`src/rtl/hyst_pkg.sv`:
```
package hyst_pkg;

    typedef enum logic {
        ACT_UPPER = 1'b0,
        ACT_LOWER = 1'b1
    } act_sel_e;

    typedef struct packed {
        logic gt;
        logic lt;
    } cmp_res_t;

    function automatic act_sel_e other_side(input act_sel_e s);
        return (s == ACT_UPPER) ? ACT_LOWER : ACT_UPPER;
    endfunction

endpackage

```
`src/rtl/hyst_mag_cmp.sv`:
```
module hyst_mag_cmp
    import hyst_pkg::*;
#(
    parameter int DW = 12
) (
    input  logic [DW-1:0] a,
    input  logic [DW-1:0] b,
    input  logic          sgn,
    output cmp_res_t      res
);
    logic signed [DW:0] ax;
    logic signed [DW:0] bx;

    always_comb begin
        ax     = {sgn & a[DW-1], a};
        bx     = {sgn & b[DW-1], b};
        res.gt = (ax > bx);
        res.lt = (ax < bx);
    end
endmodule

```
`src/rtl/hyst_reload_ctl.sv`:
```
module hyst_reload_ctl
    import hyst_pkg::*;
#(
    parameter int DW   = 12,
    parameter int LATW = 4
) (
    input  logic            clk,
    input  logic            rst,
    input  logic            mode_reload,
    input  logic            fire,
    input  act_sel_e        sel_q,
    input  logic [DW-1:0]   thr_hi,
    input  logic [DW-1:0]   thr_lo,
    input  logic [LATW-1:0] lat,
    output logic [DW-1:0]   act_thr,
    output logic            busy
);
    localparam logic [LATW-1:0] LAT_ONE = LATW'(1);

    logic [LATW-1:0] cnt;
    logic [DW-1:0]   side_thr;

    assign side_thr = (sel_q == ACT_LOWER) ? thr_lo : thr_hi;
    assign busy     = mode_reload && (cnt != '0);

    always_ff @(posedge clk) begin
        if (rst) begin
            cnt     <= '0;
            act_thr <= thr_hi;
        end else if (!mode_reload) begin
            cnt     <= '0;
            act_thr <= side_thr;
        end else if (fire) begin
            cnt <= (lat == '0) ? LAT_ONE : lat;
        end else if (cnt != '0) begin
            cnt <= cnt - LAT_ONE;
            if (cnt == LAT_ONE) begin
                act_thr <= side_thr;
            end
        end
    end

    assert_reload_window_opens_R9: assert property (@(posedge clk) disable iff (rst)
        (mode_reload && fire) |=> (cnt != '0));

endmodule

```
`src/rtl/hyst_state.sv`:
```
module hyst_state
    import hyst_pkg::*;
(
    input  logic     clk,
    input  logic     rst,
    input  logic     fire,
    output act_sel_e sel_q,
    output logic     switch_pulse
);
    always_ff @(posedge clk) begin
        if (rst) begin
            sel_q        <= ACT_UPPER;
            switch_pulse <= 1'b0;
        end else begin
            if (fire) begin
                sel_q <= other_side(sel_q);
            end
            switch_pulse <= fire;
        end
    end

    assert_pulse_marks_change_R11: assert property (@(posedge clk) disable iff (rst)
        1'b1 |-> (switch_pulse == (sel_q != $past(sel_q))));

endmodule

```
`src/rtl/hyst_cmp_top.sv`:
```
module hyst_cmp_top
    import hyst_pkg::*;
#(
    parameter int DW   = 12,
    parameter int LATW = 4
) (
    input  logic            clk,
    input  logic            rst,
    input  logic            smp_vld,
    input  logic [DW-1:0]   smp_data,
    input  logic [DW-1:0]   thr_hi,
    input  logic [DW-1:0]   thr_lo,
    input  logic            mode_reload,
    input  logic            signed_en,
    input  logic [LATW-1:0] reload_lat,
    output logic            cmp_out,
    output logic            switch_pulse,
    output logic            cfg_err
);
    act_sel_e      sel_q;
    logic          busy;
    logic          fire;
    logic          eff_sgn;
    logic [DW-1:0] act_thr;
    logic [DW-1:0] use_thr;
    cmp_res_t      smp_res;
    cmp_res_t      cfg_res;

    assign eff_sgn = mode_reload & signed_en;
    assign use_thr = mode_reload ? act_thr
                   : ((sel_q == ACT_LOWER) ? thr_lo : thr_hi);

    hyst_mag_cmp #(.DW(DW)) u_smp_cmp (
        .a   (smp_data),
        .b   (use_thr),
        .sgn (eff_sgn),
        .res (smp_res)
    );

    hyst_mag_cmp #(.DW(DW)) u_cfg_cmp (
        .a   (thr_lo),
        .b   (thr_hi),
        .sgn (eff_sgn),
        .res (cfg_res)
    );

    assign cfg_err = cfg_res.gt;
    assign fire    = smp_vld && !busy && !cfg_err
                   && ((sel_q == ACT_UPPER) ? smp_res.gt : smp_res.lt);

    hyst_state u_state (
        .clk          (clk),
        .rst          (rst),
        .fire         (fire),
        .sel_q        (sel_q),
        .switch_pulse (switch_pulse)
    );

    hyst_reload_ctl #(.DW(DW), .LATW(LATW)) u_reload (
        .clk         (clk),
        .rst         (rst),
        .mode_reload (mode_reload),
        .fire        (fire),
        .sel_q       (sel_q),
        .thr_hi      (thr_hi),
        .thr_lo      (thr_lo),
        .lat         (reload_lat),
        .act_thr     (act_thr),
        .busy        (busy)
    );

    assign cmp_out = (sel_q == ACT_LOWER);

    assert_idle_hold_R5: assert property (@(posedge clk) disable iff (rst)
        !smp_vld |=> $stable(cmp_out));

    assert_busy_hold_R8: assert property (@(posedge clk) disable iff (rst)
        busy |=> $stable(cmp_out));

    assert_cfg_hold_R10: assert property (@(posedge clk) disable iff (rst)
        cfg_err |=> $stable(cmp_out));

    assert_rise_sets_R2: assert property (@(posedge clk) disable iff (rst)
        (smp_vld && !busy && !cfg_err && !cmp_out && smp_res.gt) |=> cmp_out);

endmodule

```
`config.mk`:
```
export PLATFORM = sky130hd
export DESIGN_NAME = hyst_cmp_top
export DESIGN_NICKNAME = d
export VERILOG_FILES = /design/src/rtl/hyst_pkg.sv /design/src/rtl/hyst_mag_cmp.sv /design/src/rtl/hyst_reload_ctl.sv /design/src/rtl/hyst_state.sv /design/src/rtl/hyst_cmp_top.sv
export SDC_FILE = /design/constraint.sdc
export NUM_CORES = 1
export LEC_CHECK = 0
export ABC_AREA = 0
export BUFFER_PORTS_ARGS = -buffer_cell sky130_fd_sc_hd__buf_2
export CORE_ASPECT_RATIO = 1.2
export CORE_UTILIZATION = 55
export DETAILED_ROUTE_END_ITERATION = 10
export PLACE_DENSITY = 0.83
export SYNTH_ARGS = -nofsm -noshare
export SYNTH_HDL_FRONTEND = slang
export SYNTH_SLANG_ARGS = --single-unit
```
`constraint.sdc`:
```
create_clock -name clk -period 6.8 [get_ports clk]
set_clock_uncertainty 0.05 [all_clocks]
set_input_delay 0.68 -clock clk [delete_from_list [all_inputs] [get_ports clk]]
set_output_delay 0.68 -clock clk [all_outputs]
set_load 0.02 [all_outputs]
```
==> results of run 1 <==
critical path: cells and delay by family, from the launching register on:
kind	cells	cell delay (ps)
AO/OA/AOI/OAI	6	1430
AND/OR/NAND/NOR	1	60
multiplexers	2	720
flip-flops	1	930
adder cells (fa/ha/maj)	1	270
buffers and inverters	1	220
synth_stat cells:
master | n | share of area (%)
sky130_fd_sc_hd__o21a_1 | 1 | 0.43
sky130_fd_sc_hd__mux2_4 | 1 | 0.86
sky130_fd_sc_hd__a221oi_4 | 1 | 1.5
sky130_fd_sc_hd__a21o_1 | 3 | 1.3
sky130_fd_sc_hd__a21oi_1 | 21 | 6.0
sky130_fd_sc_hd__a211o_1 | 1 | 0.50
sky130_fd_sc_hd__dfxtp_1 | 6 | 6.9
sky130_fd_sc_hd__nor4bb_1 | 1 | 0.58
sky130_fd_sc_hd__xor2_1 | 1 | 0.50
sky130_fd_sc_hd__nor2b_1 | 3 | 1.1
sky130_fd_sc_hd__o221ai_1 | 1 | 0.50
sky130_fd_sc_hd__a221oi_1 | 1 | 0.50
sky130_fd_sc_hd__inv_1 | 17 | 3.7
sky130_fd_sc_hd__o21ai_0 | 17 | 4.9
sky130_fd_sc_hd__buf_1 | 3 | 0.65
sky130_fd_sc_hd__and2_2 | 1 | 0.43
sky130_fd_sc_hd__a31o_2 | 2 | 1.0
sky130_fd_sc_hd__nor3b_1 | 1 | 0.43
sky130_fd_sc_hd__a2111o_1 | 1 | 0.65
sky130_fd_sc_hd__nand2_1 | 22 | 4.7
sky130_fd_sc_hd__nor2_1 | 18 | 3.9
sky130_fd_sc_hd__and3_1 | 2 | 0.72
sky130_fd_sc_hd__mux2i_1 | 15 | 8.6
sky130_fd_sc_hd__ha_1 | 27 | 19
sky130_fd_sc_hd__nor4_1 | 1 | 0.36
sky130_fd_sc_hd__edfxtp_1 | 12 | 21
sky130_fd_sc_hd__nor3_1 | 2 | 0.58
sky130_fd_sc_hd__nand4_1 | 5 | 1.8
sky130_fd_sc_hd__clkbuf_1 | 4 | 0.86
sky130_fd_sc_hd__or3_1 | 1 | 0.36
sky130_fd_sc_hd__nand3b_1 | 2 | 0.86
sky130_fd_sc_hd__a2111oi_0 | 1 | 0.50
sky130_fd_sc_hd__xnor2_1 | 1 | 0.50
sky130_fd_sc_hd__nand3_1 | 3 | 0.86
sky130_fd_sc_hd__nand2b_1 | 3 | 1.1
sky130_fd_sc_hd__o211ai_1 | 1 | 0.43
sky130_fd_sc_hd__mux2_2 | 2 | 1.3
layout make-up:
type / count / area (sq um)
clock buffer: 4 / 36.28
fill: 261 / 982.2
multi-input combinational: 163 / 1170
sequential: 18 / 480.5
inverter: 17 / 63.81
timing repair buffer: 49 / 250.2
tap: 36 / 45.04
worst min-delay path by stage:
| stage | end | slack (ps) | depth (start not counted) |
|---|---|---|---|
| 3_3_place_gp | u_reload.cnt[1] | 580 | 2 |
| 5_1_grt | u_state.switch_pulse | 550 | 2 |
| 6_report | u_state.switch_pulse | 540 | 2 |
| 4_1_cts | u_state.switch_pulse | 540 | 2 |
| 2_1_floorplan | u_reload.cnt[1] | 500 | 2 |
| 3_5_place_dp | u_reload.cnt[1] | 580 | 2 |
kinds of logic (layout without fill, tap and decap cells):
kind of cell               Yosys count  after routing
and+or+nand+nor                     65             65
AOI/OAI and AO/OA                   51             51
adders and majority gates           27             27
buffers and inverters               24             70
muxes                               18             18
DFF                                 18             18
xor gates and xnor gates             2              2
power by group:
group          internal, W  switching (W)
Combinational    0.0000672      0.0000749
Clock            0.0000327      0.0000345
Sequential        0.000132      0.0000122
sequential cells by signal (all words and copies together) (netlist names):
register,flops
u_state.sel_q,1
u_reload.act_thr,12
u_reload.cnt,4
u_state.switch_pulse,1
stage by stage:
stage | cells | utilization (%) | hold WS [ps]
final | 287 | 67.56 | 539.3
after global routing | 287 | 67.56 | 545.9
after CTS | 287 | 67.56 | 542.7
after detailed placement | 283 | 66.36 | 575.1
after global placement | 283 | 66.36 | 577.2
after floorplan | 205 | - | 499.6
metal layers:
| metal | part of all wire, % | GRT usage (%) | up-vias |
|---|---|---|---|
| met1 | 44 | 29.19 | 736 |
| met4 | 1.5 | 8.224 | 0 |
| li1 | - | - | 835 |
| met3 | 2.8 | 1.449 | 6 |
| met2 | 52 | 42.03 | 38 |
| met5 | 0 | 0 | - |
layout by cell type (no fill, tap or decap), types with 3 or more instances in the layout:
cell type,netlist,layout
sky130_fd_sc_hd__o21ai_0,17,17
sky130_fd_sc_hd__nor2b_1,3,3
sky130_fd_sc_hd__nor2_1,18,18
sky130_fd_sc_hd__nand2_1,22,22
sky130_fd_sc_hd__ha_1,27,27
sky130_fd_sc_hd__inv_1,17,17
sky130_fd_sc_hd__nand3_1,3,3
sky130_fd_sc_hd__clkbuf_4,0,3
sky130_fd_sc_hd__mux2i_1,15,15
sky130_fd_sc_hd__a21oi_1,21,21
sky130_fd_sc_hd__a21o_1,3,3
sky130_fd_sc_hd__buf_2,0,47
sky130_fd_sc_hd__edfxtp_1,12,12
sky130_fd_sc_hd__nand4_1,5,5
sky130_fd_sc_hd__nand2b_1,3,3
sky130_fd_sc_hd__dfxtp_1,6,6
==> results, run 1 <==
- The overall power of the completed layout is 0.0003532 W.
- The number of rows created at floorplan is 22.
- The root buffer cell chosen for the clock tree is sky130_fd_sc_hd__clkbuf_4.
- Clock-pin slew was measured on the worst setup and hold paths at 100 ps.
- In this run, synthesis produced a sequential element count of 18.
- The CTS tree is done.
- In this run the post-CTS setup repair buffer count came out at 0.
- The final number of hold-violating endpoints is 0.
- The most critical setup path has its startpoint at u_state.sel_q.
- The worst hold path begins at rst.
- Setup slack on the critical path of the routed design comes to 2882 ps.
- The reg-to-reg endpoint is u_reload.act_thr[6].
- The initial utilization of the core area, before any placement, comes to 57.48%.
- The overall via count from detail_route is 1615.
- The area growth from synthesis to layout is 17.54%.
- The post-place setup slack is 2879 ps.
- Traced cell by cell, the critical path runs through mux2i_1 -> nor2_1 -> a21oi_1 -> ha_1 -> a21oi_1 -> o221ai_1 -> a221oi_1 -> mux2_2 -> a221oi_4 -> o21ai_0 -> buf_4.
- For the pin with the worst max-slew slack, the measured transition is 897.5 ps.
- The most critical setup path has its endpoint at u_reload.act_thr[6].
- The synthesized netlist devotes 1.006% of its cell area to XOR and XNOR gates.
- The critical path start-end classification is register to register.
- The cell count after synthesis is 205.
- Counting every sink on the clock net gives 18.
- In this run the worst path has a maximum fanout of 19.
- The number of DRC violations after detailed-routing iteration 0 is 44.
- Counting the buffers created by CTS gives 3.
- The final weighted congestion in routability-driven placement is 0.7977.
- The count of buffers added on input and output ports is 47.
- The number of max-slew violations in the final report was 0.
- The flow ran to the end, and the final reports show no timing, DRC or antenna violations.
- For this design, the slowest cell found on the critical path is sky130_fd_sc_hd__dfxtp_1.
- The synthesized-area fraction occupied by adder cells is 19.41%.
- The I/O pin count is 48.
- The number of nets in the synthesized netlist is 277.
- The length of the first detailed-routing pass in iterations is 4.
- The worst path arrival time is 3930 ps.
- Global routing finished with a remaining overflow of 0.
- The initial antenna violation count was 0.
- The post-synthesis cell type count is 37.
- 0 antenna diodes ended up in the layout.
- Setup violations remaining at the end of the flow were counted as 0.
- The max-slew headroom at the worst pin is 40.09%.
- Setup slack on the worst reg-to-reg path comes out at 2880 ps.
- The part of the Yosys area used for sequential elements is 27.61%.
- After detailed routing, the number of remaining DRC violations is 0.
- The design area is 0.002046 sq mm.
- For this run, the top clock speed supported by timing is 255.3 MHz.
- Dividing the detail-routed wire length by the instance count gives 12.97 um.
- The worst path needs 3918 ps of the cycle, external delays included.
- The via count of the first global-routing pass is 1479.
- A synthesized cell averages 8.490 sq um.
- The dominant combinational cell family by area after synthesis is adder cells.
- The library cell appearing most often on the critical path is sky130_fd_sc_hd__a21oi_1.
- Setup repair after global routing left no endpoint under its margin.
- Max-cap violations in this run came to 0.
- The critical path endpoint category is a register.
- The final total negative setup slack is 0 ps.
- The die is 63.62 um tall.
- The worst-case IR drop observed on VDD is 0.1483 mV.
- The die covers 0.003394 sq mm.
- The required time of the critical path is 6810 ps.
- The post-DP HPWL is 3077 um.
- Once the clock tree was built, the resizer swapped 0 gates to a different size.
- The number of antenna-violating nets in the routed design is 0.
- The share of post-route cells with drive strength above 1 is 23.90%.
- The width of the die is 53.35 um.
- The mux cell area share after synthesis is 10.78%.
- The worst setup path is launched from a register.
- On the worst path, the slowest cell contributes a delay of 930 ps.
- For this design the static power due to leakage is 0.9615 nW.
- Summing the areas of all compound-gate instances in the mapped netlist gives 18.26% of the synthesized area.
- The instance area after placement is 0.002009 sq mm.
- The first global-routing pass estimated 6051 um of wire.
- The H-tree depth is 1.
- The cell area that synthesis handed to floorplanning was 0.001740 sq mm.
- The later pin in the worst-skew pair is clocked with a latency of 300 ps.
- The average vias per placed instance is 5.627.
- The total length of routed wires is 3723 um.
- The classification of the worst-slack hold path is input port to register.
- Entering global routing, the biggest net connects 31 pins.
- The longest clock path from root to sink contains 2 buffers.
- The area of the core is 0.003028 sq mm.
- The worst register-to-register path begins at u_state.sel_q.
- Buffers inserted to repair hold after CTS numbered 0.
- Power spread over the standard cell area amounts to 172.7 mW/mm^2.
- Dividing the final minimum period by the clock period gives 57.61%.
- The aggregate global-route resource usage is 23.80%.
- The number of warnings issued by yosys is 0.
- For this run, the post-layout net count is 324.
- The number of cells on the worst reg-to-reg path is 11.
- The simple-gate area share of the yosys netlist is 17.76%.
(Power assumes the default switching activity.)
==> run 2, diff against run 1 <==
CORE_UTILIZATION = 48   (was 55)
PLACE_DENSITY = 0.77   (was 0.83)
clock period = 3.45 ns   (was 6.8 ns; I/O delays follow)
==> results, run 2 (same netlist as run 1, synthesis figures left out) <==
- The flow ran to the end, but the final reports show violations.
- The checks that failed: design-rule violations.
- The number of clock buffers added by TritonCTS is 3.
- In the final layout, the registers with the most flip-flops are u_reload.act_thr: 12 flops, u_reload.cnt: 4 flops.
- The total global routing overflow is 0.
- The floorplan step set the die height to 67.96 um.
- The width of the die is 56.97 um.
- The clock reaches the later pin of the worst-skew pair after 250 ps.
- The number of cells on the worst reg-to-reg path is 11.
- The I/O pin count is 48.
- The number of input and output port buffers inserted is 47.
- The analysis attributes to cell leakage a power of 0.9862 nW.
- The clock passes through at most 2 buffers.
- Entering global routing, the biggest net connects 31 pins.
- At the worst endpoint, the required time is 3360 ps.
- The post-DP HPWL is 3154 um.
- CTS placed an instance of sky130_fd_sc_hd__clkbuf_8 at the clock tree root.
- The top fanout value on the critical path is 15.
- The via count of the first global-routing pass is 1440.
- For the pin with the worst max-slew slack, the measured transition is 768.4 ps.
- The post-route minimum period is 3239 ps.
- The routed wire length per instance is 12.95 um.
- The signal on the critical path passes through buf_4 -> mux2i_1 -> nor2_1 -> a21oi_1 -> ha_1 -> a21oi_1 -> o221ai_1 -> a221oi_2 -> mux2_2 -> a221oi_4 -> o21ai_4.
- The reg-to-reg endpoint is u_reload.act_thr[1].
- The endpoint of the worst hold-timing path is u_state.switch_pulse.
- The library cell appearing most often on the critical path is sky130_fd_sc_hd__a21oi_1.
- The first-pass GRT wire length is 6030 um.
- For this run, the post-layout net count is 326.
- The clock net in this run drives a total of 18 sinks.
- The register with the most flip-flops in the layout has 12 of them.
- The final routed DRC violation total is 2.
- The max-slew headroom at the worst pin is 48.67%.
- The source of the worst register-to-register timing path is u_state.sel_q.
- In this run the remaining antenna-violating nets after routing total 0.
- The slowest stage of the critical path is the sky130_fd_sc_hd__mux2_2 cell.
- The effective utilization at floorplan is 51.25%.
- The hold buffer count at CTS is 0.
- The die footprint is 0.003872 sq mm.
- The final critical path takes up 93.88% of the cycle.
- The classification of the worst-slack hold path is input port to register.
- For this design the ratio of total power to cell area is 355.4 mW/mm^2.
- The share of post-route cells with drive strength above 1 is 25.30%.
- Once the clock tree was built, the setup fixing pass inserted 0 buffers.
- The worst hold path was traced through 2 stages.
- Across all register-to-register paths, the minimum setup slack is 210 ps.
- The peak ir drop on the vdd network is 0.2149 mV.
- The detailed router finished its first iteration with 37 violations.
- The floorplan has 23 rows.
- The overall via count from detail_route is 1570.
- For this run, the top clock speed supported by timing is 308.8 MHz.
- The H-tree depth is 1.
- The average vias per placed instance is 5.414.
- In the global route stage, overall resource usage came out at 20.36%.
- Leaving out fill and tap cells, the most frequent cells in the layout are sky130_fd_sc_hd__buf_2, sky130_fd_sc_hd__ha_1, sky130_fd_sc_hd__nand2_1, sky130_fd_sc_hd__a21oi_1, sky130_fd_sc_hd__nor2_1.
- The first element of the critical path is u_state.sel_q.
- The routed design has 3756 um of wire.
- At the end of routability-driven placement, the weighted congestion stood at 0.8047.
- The number of antenna diodes is 0.
- The count of filler cells inserted in the layout is 307.
- TritonCTS built the clock tree.
- The kind of cell with the highest combined delay along the critical path is compound AO/OA/AOI/OAI gates.
- The number of max-slew violations in the final report was 0.
- The kind of start point of the critical path is a register.
- The largest stage delay on the critical path is 400 ps.
- The commonest non-fill, non-tap cell in the layout is sky130_fd_sc_hd__buf_2.
- In this run the standard cell core region covers 0.003396 sq mm.
- The length of the first detailed-routing pass in iterations is 7.
- The largest register by flop count is u_reload.act_thr.
- The tool flagged a number of max-cap violations equal to 0.
- The critical path is of the register to register type.
- Cells fill 61.79% of the core in the end.
- The final number of hold-violating endpoints is 0.
- The area growth from synthesis to layout is 20.56%.
- Setup violations remaining at the end of the flow were counted as 0.
- Setup repair after global routing left no endpoint under its margin.
- The initial antenna violation count was 0.
- The launch point of the worst hold path is rst.
- STA classifies the critical path endpoint as a register.
- Data arrives at the worst endpoint at 3150 ps.
- The post-CTS clock slew at the launch and capture registers of the worst setup and hold paths is 70 ps.
- Hold timing on the final database bottoms out at a slack of 269.8 ps.
- The buffering stage count on the worst path with inverters included is 1.
- For the final routed database, the setup TNS stands at 0 ps.
==> run 2: cell count changes in the layout (fill, tap and decap cells not counted) <==
cell and change:
sky130_fd_sc_hd__o21ai_0 -1, sky130_fd_sc_hd__a221oi_2 +1, sky130_fd_sc_hd__a221oi_1 -1, sky130_fd_sc_hd__clkbuf_8 +3, sky130_fd_sc_hd__buf_4 +2, sky130_fd_sc_hd__o21ai_4 +1, sky130_fd_sc_hd__clkbuf_4 -3
==> run 2: worst max-delay path by stage <==
stage               cells after the start                   end  slack (ps)
detailed placement                     11   u_reload.act_thr[4]         120
finish                                 11   u_reload.act_thr[1]         210
global placement                       10  u_reload.act_thr[11]         190
global route                           11   u_reload.act_thr[0]          10
floorplan                              12   u_reload.act_thr[0]          10
CTS                                    11   u_reload.act_thr[4]          80
==> run 2: repair_timing <==
item / in CTS / in global routing
hold endpoints to repair: 0 / 0
resized for setup: 0 / 1
setup endpoints to repair: 0 / 18
==> run 2: power breakdown <==
| part | switching (W) | total (W) | internal [W] |
|---|---|---|---|
| combinational | 0.000164 | 0.000303 | 0.000139 |
| sequential | 0.0000104 | 0.000270 | 0.000260 |
| clock | 0.0000713 | 0.000173 | 0.000101 |
==> run 2: stage by stage <==
step	total power [W]	instance area [sq um]	cells	worst slack, ps
global placement	0.0005711	2037	286	188.0
global route	0.0007963	2098	290	9.543
floorplan	0.0004880	1757	205	9.859
detailed placement	0.0005764	2037	286	118.3
CTS	0.0007487	2092	290	84.67
finish	0.0007456	2098	290	211.2
==> run 2: worst reg2reg max path, cell delays in order (launching register included) <==
cell and delay (ps):
sky130_fd_sc_hd__dfxtp_1 340, sky130_fd_sc_hd__buf_4 250, sky130_fd_sc_hd__mux2i_1 260, sky130_fd_sc_hd__nor2_1 60, sky130_fd_sc_hd__a21oi_1 160, sky130_fd_sc_hd__ha_1 270
sky130_fd_sc_hd__a21oi_1 160, sky130_fd_sc_hd__o221ai_1 150, sky130_fd_sc_hd__a221oi_2 330, sky130_fd_sc_hd__mux2_2 400, sky130_fd_sc_hd__a221oi_4 330, sky130_fd_sc_hd__o21ai_4 190
==> run 2: final cells by class <==
type,instances,area [sq um],share of cell area (%)
tap,37,46.29,2.206
sequential,18,480.5,22.90
timing repair buffer,51,265.3,12.64
multi-input combinational,163,1187,56.59
clock buffer,4,55.05,2.624
inverter,17,63.81,3.041
==> run 2: layer usage <==
layer  vias up  GRT usage, %  routed length (um)
li1        841             -                   -
met1       694         23.52                1667
met2        31         38.09                1925
met3         4         2.268                 114
met4         0         8.841                  49
met5         -             0                   0
==> run 3, diff against run 2 <==
--- a/config.mk
+++ b/config.mk
@@ -12,3 +12,3 @@
 export DETAILED_ROUTE_END_ITERATION = 10
-export PLACE_DENSITY = 0.77
+export PLACE_DENSITY = 0.86
 export SYNTH_ARGS = -nofsm -noshare
==> constraint.sdc (replaced) <==
create_clock -name clk -period 3.45 [get_ports clk]
set_clock_uncertainty 0.05 [all_clocks]
set_input_delay 0.5175 -clock clk [delete_from_list [all_inputs] [get_ports clk]]
set_output_delay 0.5175 -clock clk [all_outputs]
set_load 0.02 [all_outputs]
==> results, run 3 (same netlist as run 1, synthesis figures left out) <==
- The cell at the root of the clock tree is sky130_fd_sc_hd__clkbuf_8.
- The final weighted congestion in routability-driven placement is 0.9525.
- The worst setup path is captured at a register.
- On the critical path the largest part of the delay comes from compound AO/OA/AOI/OAI gates.
- Entering global routing, the biggest net connects 28 pins.
- After filler insertion, the fill cell instance count of the layout stands at 301.
- Clock latency on the worst-skew pair, taken at its later pin, is 260 ps.
- Walking the worst path, the cells encountered are buf_4 -> mux2i_1 -> nor2_1 -> a21oi_1 -> ha_1 -> a21oi_1 -> o221ai_1 -> a221oi_2 -> mux2_2 -> a221oi_4 -> o21ai_4 -> buf_12.
- The H-tree depth is 1.
- After detailed placement, the total cell area comes to 0.002052 sq mm.
- Input and output buffers added on the ports amount to 47.
- IR analysis of the VDD net gives a maximum drop of 0.2863 mV.
- The flow ran to the end, but the final reports show violations.
- The tightest hold path in the finished design has a slack of 420.5 ps.
- The length of the first detailed-routing pass in iterations is 7.
- After legalization and detailed placement, the total HPWL measured 3293 um.
- The I/O pin count is 48.
- The largest stage delay on the critical path is 400 ps.
- The routed wire length per instance is 14.66 um.
- Counting the buffers created by CTS gives 3.
- The via count of the first global-routing pass is 1619.
- After detailed routing, the total wire length is 4295 um.
- The library cell appearing most often on the critical path is sky130_fd_sc_hd__a21oi_1.
- The maximum number of buffers from clock root to sink is 2.
- The number of nets at the end of the flow is 329.
- The initial antenna violation count is 0.
- The critical path start-end classification is register to register.
- The number of maximum-capacitance constraint violations is 0.
- The area of the core is 0.003396 sq mm.
- For this run, the top clock speed supported by timing is 307.3 MHz.
- The cell leakage power is 1.006 nW.
- The classification of the worst-slack hold path is input port to register.
- The max-slew headroom at the worst pin is 59.53%.
- In the routed layout, each cell is associated on average with a via count of 5.703.
- The transition time at the pin with the least slew margin is 605.8 ps.
- The final reports fail on design-rule violations.
- The die covers 0.003872 sq mm.
- The largest register by flop count is u_reload.act_thr.
- The CTS tree is done.
- The hold buffer count at CTS is 0.
- The count of nets left with antenna violations once routing finished came out at 0.
- The aggregate global-route resource usage is 23.78%.
- The setup slack after layout is 195.6 ps.
- The width of the die is 56.97 um.
- In the final layout, the registers with the most flip-flops are u_reload.act_thr: 12 flops, u_reload.cnt: 4 flops.
- The post-place setup slack is 7.455 ps.
- Summing all multi-input logic gate instances after layout gives 0.001187 sq mm.
- In the routed design, unresolved DRC markers number 4.
- For this configuration, the core starts out at a cell density of 51.25%.
- The final number of hold-violating endpoints is 0.
- Together, buffers and inverters on the worst path number 2.
- Summing all flip-flop and latch instances after layout gives 480.5 sq um.
- The finished cells cover 0.002133 sq mm.
- The number of flip-flops under the largest register name is 12.
- Summing over every cut layer, the via total after detailed routing is 1671.
- 0 antenna diodes ended up in the layout.
- Summed over all failing endpoints, the final setup total negative slack is 0 ps.
- The top cell types in the final layout, fill and taps aside, are sky130_fd_sc_hd__buf_2, sky130_fd_sc_hd__ha_1, sky130_fd_sc_hd__nand2_1, sky130_fd_sc_hd__a21oi_1, sky130_fd_sc_hd__nor2_1.
- In this run the worst path has a maximum fanout of 11.
- The highest-delay cell along the critical path is sky130_fd_sc_hd__mux2_2.
- The power density of the placed cells is 359.0 mW/mm^2.
- In the finished design, the share of the clock period the worst path needs comes to 94.33%.
- The total global routing overflow is 0.
- The die is 67.96 um tall.
- The clock net sink count is 18.
- The worst setup path is launched from a register.
- The number of DRC violations after detailed-routing iteration 0 is 60.
- The post-CTS clock slew at the launch and capture registers of the worst setup and hold paths is 80 ps.
- The commonest non-fill, non-tap cell in the layout is sky130_fd_sc_hd__buf_2.
- The required time of the critical path is 3420 ps.
- The number of max-slew violations in the final report is 0.
- The worst path arrival time is 3230 ps.
- The area growth from synthesis to layout is 22.57%.
- The count of endpoints failing setup in the final report is 0.
- The first-pass GRT wire length is 7086 um.
- Cells with a size suffix above 1 make up 26.17% of the layout.
- The routed design could run at a clock period as short as 3254 ps.
- In this run the core area contains 23 standard-cell rows.
==> run 3: cell count changes in the layout (fill, tap and decap cells not counted) <==
cell / change
sky130_fd_sc_hd__buf_12: +1
sky130_fd_sc_hd__buf_4: +2
==> run 3: worst reg2reg max path: cells and delay by family, from the launching register on <==
| kind | cells | cell delay (ps) |
|---|---|---|
| flops | 1 | 330 |
| buf+inv | 2 | 380 |
| simple gates | 1 | 80 |
| fa+ha+maj | 1 | 260 |
| mux | 2 | 690 |
| compound gates | 6 | 1240 |
==> run 3: through the flow <==
| step | util (%) | total power [W] | instances |
|---|---|---|---|
| 2_1_floorplan | - | 0.0004881 | 205 |
| 3_3_place_gp | 60.43 | 0.0005717 | 288 |
| 3_5_place_dp | 60.43 | 0.0005812 | 288 |
| 4_1_cts | 62.05 | 0.0007599 | 292 |
| 5_1_grt | 62.82 | 0.0008139 | 293 |
| 6_report | 62.82 | 0.0007658 | 293 |
==> run 3: report_power, final <==
part           leakage (nW)  internal [W]  total, W  switching (W)
sequential            0.172      0.000260  0.000271      0.0000108
clock                0.0288      0.000102  0.000176      0.0000743
combinational         0.806      0.000145  0.000319       0.000175
total                  1.01      0.000506  0.000766       0.000260
==> run 3: per-layer routing <==
metal / vias to the layer above / part of all wire, % / global-route usage [%] / wire length [um]
li1: 851 / - / - / -
met5: - / 0 / 0 / 0
met1: 765 / 42 / 26.84 / 1800
met3: 6 / 5.5 / 2.836 / 235
met2: 49 / 51 / 45.88 / 2202
met4: 0 / 1.3 / 8.841 / 57
==> run 3: final cells by class <==
class                   instances  share of cell area [%]
clock buffers                   4                   2.581
inverters                      17                   2.991
multi-input cells             163                   55.66
flip-flops and latches         18                   22.52
well taps                      37                   2.170
repair buffers                 54                   14.08
==> run 3: worst paths after layout <==
path                    from                   end  slack (ps)  cells after the start
max            u_state.sel_q   u_reload.act_thr[4]         200                     12
min                      rst  u_state.switch_pulse         420                      2
max reg2reg    u_state.sel_q   u_reload.act_thr[4]         200                     12
min reg2reg  u_reload.cnt[1]       u_reload.cnt[1]         580                      2
==> run 3: what timing repair did <==
action | 4_1_cts | 5_1_grt
buffers inserted | 0 | 1
setup endpoints to repair | 0 | 18
gates resized for setup | 0 | 1
